--- config.mk ---
export PLATFORM = sky130hd
export DESIGN_NAME = maxdiff_serial
export DESIGN_NICKNAME = d
export VERILOG_FILES = /design/src/rtl/maxdiff_pkg.sv /design/src/rtl/md_sample_bank.sv /design/src/rtl/md_max_scan.sv /design/src/rtl/md_diff_unit.sv /design/src/rtl/maxdiff_serial.sv
export SDC_FILE = /design/constraint.sdc
export NUM_CORES = 1
export LEC_CHECK = 0
export ABC_AREA = 1
export BUFFER_PORTS_ARGS = -buffer_cell sky130_fd_sc_hd__buf_2
export CAP_MARGIN = 15
export CORE_UTILIZATION = 51
export CTS_CLUSTER_DIAMETER = 80
export DETAILED_ROUTE_END_ITERATION = 12
export PLACE_DENSITY = 0.78
export SKIP_CTS_REPAIR_TIMING = 1
export SYNTH_ARGS = -nofsm -noshare
export SYNTH_HDL_FRONTEND = slang
export SYNTH_SLANG_ARGS = --single-unit
export TNS_END_PERCENT = 50
--- constraint.sdc ---
create_clock -name clk_i -period 6.45 [get_ports clk_i]
set_input_delay 0.645 -clock clk_i [delete_from_list [all_inputs] [get_ports clk_i]]
set_output_delay 0.645 -clock clk_i [all_outputs]
set_load 0.01 [all_outputs]
--- src/rtl/maxdiff_pkg.sv ---
package maxdiff_pkg;
   typedef enum logic [1:0] {
      PH_IDLE = 2'd0,
      PH_SCAN = 2'd1,
      PH_DIFF = 2'd2,
      PH_FIN  = 2'd3
   } phase_e;
endpackage

--- src/rtl/md_sample_bank.sv ---
module md_sample_bank #(
   parameter int NUM_SAMPLES = 16,
   parameter int DATA_W      = 9,
   parameter int IDX_W       = $clog2(NUM_SAMPLES)
) (
   input  logic                          clk_i,
   input  logic                          capture_i,
   input  logic [NUM_SAMPLES*DATA_W-1:0] frame_i,
   input  logic [IDX_W-1:0]              rd_sel_i,
   output logic [DATA_W-1:0]             rd_data_o
);
   logic [DATA_W-1:0] bank_q [NUM_SAMPLES];

   for (genvar g = 0; g < NUM_SAMPLES; g++) begin : g_slot
      always_ff @(posedge clk_i) begin
         if (capture_i) begin
            bank_q[g] <= frame_i[g*DATA_W +: DATA_W];
         end
      end
   end

   assign rd_data_o = bank_q[rd_sel_i];
endmodule

--- src/rtl/md_max_scan.sv ---
module md_max_scan #(
   parameter int DATA_W = 9,
   parameter int IDX_W  = 4
) (
   input  logic              clk_i,
   input  logic              rst_i,
   input  logic              seed_i,
   input  logic [DATA_W-1:0] seed_val_i,
   input  logic              step_i,
   input  logic [DATA_W-1:0] cand_i,
   input  logic [IDX_W-1:0]  cand_idx_i,
   output logic [DATA_W-1:0] max_o,
   output logic [IDX_W-1:0]  max_idx_o
);
   logic take_cand;

   assign take_cand = step_i && (cand_i > max_o);

   always_ff @(posedge clk_i) begin
      if (rst_i) begin
         max_o     <= '0;
         max_idx_o <= '0;
      end else if (seed_i) begin
         max_o     <= seed_val_i;
         max_idx_o <= '0;
      end else if (take_cand) begin
         max_o     <= cand_i;
         max_idx_o <= cand_idx_i;
      end
   end


   acc_monotone_chk: assert property (@(posedge clk_i) disable iff (rst_i)
      step_i && !seed_i |=> max_o >= $past(cand_i) && max_o >= $past(max_o));


   tie_keeps_idx_chk: assert property (@(posedge clk_i) disable iff (rst_i)
      step_i && !seed_i && cand_i == max_o |=> $stable(max_idx_o));
endmodule

--- src/rtl/md_diff_unit.sv ---
module md_diff_unit #(
   parameter int DATA_W = 9,
   parameter int IDX_W  = 4
) (
   input  logic              clk_i,
   input  logic              rst_i,
   input  logic              en_i,
   input  logic [DATA_W-1:0] max_i,
   input  logic [DATA_W-1:0] samp_i,
   input  logic [IDX_W-1:0]  idx_i,
   output logic              valid_o,
   output logic [IDX_W-1:0]  idx_o,
   output logic [DATA_W-1:0] diff_o
);
   always_ff @(posedge clk_i) begin
      if (rst_i) begin
         valid_o <= 1'b0;
         idx_o   <= '0;
         diff_o  <= '0;
      end else begin
         valid_o <= en_i;
         if (en_i) begin
            idx_o  <= idx_i;
            diff_o <= max_i - samp_i;
         end
      end
   end


   no_underflow_chk: assert property (@(posedge clk_i) disable iff (rst_i)
      en_i |-> samp_i <= max_i);
endmodule

--- src/rtl/maxdiff_serial.sv ---
module maxdiff_serial #(
   parameter int NUM_SAMPLES = 16,
   parameter int DATA_W      = 9,
   parameter int IDX_W       = $clog2(NUM_SAMPLES)
) (
   input  logic                          clk_i,
   input  logic                          rst_i,
   input  logic                          load_i,
   input  logic [NUM_SAMPLES*DATA_W-1:0] samples_i,
   output logic                          busy_o,
   output logic                          out_valid_o,
   output logic [IDX_W-1:0]              out_idx_o,
   output logic [DATA_W-1:0]             out_diff_o,
   output logic                          done_o,
   output logic [IDX_W-1:0]              max_idx_o
);
   import maxdiff_pkg::*;

   localparam logic [IDX_W-1:0] LAST_IDX = IDX_W'(NUM_SAMPLES - 1);

   if (NUM_SAMPLES < 2) begin : g_bad_count
      $error("maxdiff_serial: NUM_SAMPLES must be at least 2");
   end
   if (DATA_W < 1) begin : g_bad_width
      $error("maxdiff_serial: DATA_W must be positive");
   end
   if (IDX_W < $clog2(NUM_SAMPLES)) begin : g_bad_idx
      $error("maxdiff_serial: IDX_W too narrow for NUM_SAMPLES");
   end

   phase_e            phase_q;
   logic [IDX_W-1:0]  cnt_q;
   logic              done_q;
   logic              accept;
   logic              scan_step;
   logic              diff_step;
   logic [DATA_W-1:0] rd_data;
   logic [DATA_W-1:0] max_val;

   assign accept    = (phase_q == PH_IDLE) && load_i;
   assign scan_step = (phase_q == PH_SCAN);
   assign diff_step = (phase_q == PH_DIFF);

   always_ff @(posedge clk_i) begin
      if (rst_i) begin
         phase_q <= PH_IDLE;
         cnt_q   <= '0;
         done_q  <= 1'b0;
      end else begin
         done_q <= 1'b0;
         unique case (phase_q)
            PH_IDLE: begin
               if (load_i) begin
                  phase_q <= PH_SCAN;
                  cnt_q   <= IDX_W'(1);
               end
            end
            PH_SCAN: begin
               if (cnt_q == LAST_IDX) begin
                  phase_q <= PH_DIFF;
                  cnt_q   <= '0;
               end else begin
                  cnt_q <= cnt_q + IDX_W'(1);
               end
            end
            PH_DIFF: begin
               if (cnt_q == LAST_IDX) begin
                  phase_q <= PH_FIN;
                  cnt_q   <= '0;
               end else begin
                  cnt_q <= cnt_q + IDX_W'(1);
               end
            end
            PH_FIN: begin
               done_q  <= 1'b1;
               phase_q <= PH_IDLE;
            end
            default: phase_q <= PH_IDLE;
         endcase
      end
   end

   md_sample_bank #(
      .NUM_SAMPLES(NUM_SAMPLES),
      .DATA_W     (DATA_W),
      .IDX_W      (IDX_W)
   ) u_bank (
      .clk_i    (clk_i),
      .capture_i(accept),
      .frame_i  (samples_i),
      .rd_sel_i (cnt_q),
      .rd_data_o(rd_data)
   );

   md_max_scan #(
      .DATA_W(DATA_W),
      .IDX_W (IDX_W)
   ) u_scan (
      .clk_i     (clk_i),
      .rst_i     (rst_i),
      .seed_i    (accept),
      .seed_val_i(samples_i[DATA_W-1:0]),
      .step_i    (scan_step),
      .cand_i    (rd_data),
      .cand_idx_i(cnt_q),
      .max_o     (max_val),
      .max_idx_o (max_idx_o)
   );

   md_diff_unit #(
      .DATA_W(DATA_W),
      .IDX_W (IDX_W)
   ) u_diff (
      .clk_i  (clk_i),
      .rst_i  (rst_i),
      .en_i   (diff_step),
      .max_i  (max_val),
      .samp_i (rd_data),
      .idx_i  (cnt_q),
      .valid_o(out_valid_o),
      .idx_o  (out_idx_o),
      .diff_o (out_diff_o)
   );

   assign busy_o = (phase_q != PH_IDLE);
   assign done_o = done_q;


   idx_sequence_chk: assert property (@(posedge clk_i) disable iff (rst_i)
      out_valid_o && out_idx_o != '0 |-> $past(out_valid_o) && out_idx_o == $past(out_idx_o) + IDX_W'(1));


   zero_at_peak_chk: assert property (@(posedge clk_i) disable iff (rst_i)
      out_valid_o && out_idx_o == max_idx_o |-> out_diff_o == '0);


   peak_idx_stable_chk: assert property (@(posedge clk_i) disable iff (rst_i)
      out_valid_o && $past(out_valid_o) |-> $stable(max_idx_o));


   done_after_last_chk: assert property (@(posedge clk_i) disable iff (rst_i)
      done_o |-> $past(out_valid_o) && $past(out_idx_o) == LAST_IDX && !busy_o);


   busy_load_ignored_chk: assert property (@(posedge clk_i) disable iff (rst_i)
      busy_o && load_i |=> !(phase_q == PH_SCAN && cnt_q == IDX_W'(1)));


   reset_clears_chk: assert property (@(posedge clk_i)
      $past(rst_i) |-> !busy_o && !out_valid_o && !done_o);
endmodule

==> impl_metrics.json <==
{
  "synth_area_um2": 7950,
  "worst_slew_pin_slew_ns": 0.998,
  "drc_errors": 0,
  "clk_pin_slew_worst_paths_ns": 0.07,
  "rrSetupSlack_ns": 2.60,
  "async_reset_ff_share_pct": 0,
  "drive_gt1_share_pct": 25.4,
  "die_area_um2": 16100,
  "fill_cells": 1241,
  "hold_viol_final": 0,
  "core_area_um2": 15200,
  "end_kind": "register",
  "power_density_nw_per_um2": 447,
  "reg2reg_depth": 19,
  "syn_area_per_cell_um2": 10.3,
  "path_common_cell": "nand2_1",
  "cp_top_family": "simple AND/OR/NAND/NOR gates",
  "synth-seq-cells": 182,
  "path_depth": 19,
  "fin_hold_ws_ns": 0.387,
  "required_ns": 6.81,
  "setup_violations": 0,
  "status": "completed",
  "slew_violations": 0,
  "drv_cap": 0,
  "drt_wl_total_um": 17400,
  "clockBufferDepth": 2,
  "cts-root-buf": "clkbuf_16",
  "cts_buffers": 17,
  "crit_type": "reg2reg",
  "path_max_fanout": 83,
  "grt_pass1_vias": 5661,
  "vias_per_cell": 5.21,
  "grt_max_degree": 101,
  "dpl.hpwl_um": 11700,
  "post-route-util_pct": 62.2,
  "final_cell_mix": "nand2_1, buf_2, edfxtp_1, nand3_1, inv_1",
  "fin_crit_ns": 3.85,
  "ys.flop_type": "edfxtp_1",
  "wl_per_cell_um": 15.5,
  "fmax_ghz": 0.260,
  "layout_setup_ws_ns": 2.60,
  "start_kind": "register",
  "vias": 5875,
  "syn2layout_area_growth_pct": 19.0,
  "clock_latency_ns": 0.43,
  "synth.distinct_cells": 36,
  "grt_use_total_pct": 22.4,
  "gp_congestion": 0.798,
  "rr_endpoint": "u_scan.max_o[8]",
  "rsz0062_at_grt": "no",
  "gr-total-overflow": 0,
  "ios": 167,
  "crit_buf_inv": 4,
  "numPortBuffers": 166,
  "die-height_um": 127,
  "layout_commonest_cell": "nand2_1",
  "cp_slowest_cell": "inv_2",
  "synth_enable_flop_cells": 144,
  "crit_end": "u_scan.max_o[8]",
  "fin_nets": 1087,
  "postSynthCellCount": 770,
  "crit_path_max_incr_delay_ns": 0.63,
  "path_cells": "buf_4 > inv_2 > nor2_1 > nor2_1 > o21ai_0 > nand3_1 > nand3_1 > nand2_1 > inv_1 > ha_1 > nand2_1 > inv_1 > nand2_1 > nand2_1 > nand2_1 > nand4_4 > nand2_4 > o21ai_0 > a21oi_2",
  "fin_crit_sh_pct": 59.7,
  "peakVddDrop_v": 0.000297,
  "maxSlewHeadroom_pct": 33.4,
  "setup_tns_ns": 0,
  "grt_pass1_wl_um": 27400,
  "dieWidth_um": 127,
  "worstPathArrival_ns": 4.21,
  "place_ws_ns": 2.71,
  "p_leak_uw": 0.00418,
  "synth-seq-area-share_pct": 64.0,
  "first_pass_iters": 5,
  "ant_nets": 0,
  "hold_path.class": "in2reg",
  "clock_sinks": 182,
  "synth_nets": 932,
  "antenna_found_initial": 0,
  "fin_skew_ns": 0.00823,
  "core.rowCount": 45,
  "h-tree-depth": 4,
  "cts_tree": "yes",
  "ys_warn_count": 0,
  "detailedRoute.firstIterationViolations": 390,
  "initial_utilization_pct": 52.3
}
registers in the layout, indices dropped and copies added (netlist names), named ones only:
signal	cells
u_diff.diff_o	9
u_diff.valid_o	1
done_o	1
cnt_q	4
u_bank.bank_q	144
u_scan.max_idx_o	4
u_diff.idx_o	4
u_scan.max_o	9
phase_q	2
stage by stage:
stage | cells | instance area (um^2) | power [uW]
floorplan | 770 | 7950 | 2870
global placement | 1094 | 8860 | 3160
detailed placement | 1094 | 8860 | 3190
CTS | 1126 | 9460 | 4240
global route | 1126 | 9460 | 4500
finish | 1127 | 9460 | 4230
synth_stat cells (4+ instances only):
cell	n	share of area, %
buf_2	15	0.94
o21ai_0	43	2.7
a21oi_2	8	0.88
clkbuf_1	10	0.47
o211ai_1	8	0.76
inv_1	86	4.1
a21oi_1	21	1.3
xor2_1	5	0.55
or2_2	10	0.79
dfxtp_1	38	9.6
nand3_1	95	6.0
nor2_1	53	2.5
ha_1	14	2.2
nand3_2	6	0.76
nand2_1	179	8.5
edfxtp_1	144	54
buf_6	4	0.57
report_power, final:
| part | internal, uW | leakage, uW | switching [uW] |
|---|---|---|---|
| Sequential | 1620 | 0.00167 | 98.9 |
| Clock | 583 | 0.000288 | 463 |
| Combinational | 487 | 0.00222 | 977 |
| Total | 2690 | 0.00418 | 1540 |
cell families after synthesis:
logic type | after synthesis | share of synthesized area (%)
AO/OA/AOI/OAI | 92 | 6.91
XOR/XNOR | 5 | 0.551
adder cells (fa/ha/maj) | 15 | 2.46
buffers and inverters | 124 | 6.61
flip-flops | 182 | 64.0
AND/OR/NAND/NOR | 352 | 19.5
how the worst min path moves through the flow:
stage                     slack [ns]  cells past startpoint              from                    to
after detailed placement        0.47                      2  u_diff.diff_o[5]      u_diff.diff_o[5]
final                           0.39                      1    samples_i[121]  u_bank.bank_q[13][4]
after global routing            0.37                      1     samples_i[76]   u_bank.bank_q[8][4]
after floorplan                 0.47                      2          cnt_q[3]              register
after global placement          0.46                      2  u_diff.diff_o[5]      u_diff.diff_o[5]
after CTS                       0.38                      1    samples_i[102]  u_bank.bank_q[11][3]
layout make-up:
cell class / instances / area (um^2) / share of cell area [%]
clock buffers: 18 / 429 / 4.54
diodes: 1 / 2.50 / 0.0264
flip-flops and latches: 182 / 5090 / 53.8
multi-input cells: 464 / 2340 / 24.7
repair buffers: 170 / 861 / 9.10
well taps: 188 / 235 / 2.49
inverters: 90 / 343 / 3.62
clock inverters: 14 / 168 / 1.77
layer usage:
metal  up-vias  part of all wire (%)  wire (um)  GRT usage [%]
met3        17                   6.5       1140           5.57
met2       223                    49       8580           37.2
met5         -                     0          0              0
li1       2894                     -          -              -
met4         0                   1.2        210           6.86
met1      2741                    43       7500           28.9
No activity file was read; power rests on OpenSTA's default activity.
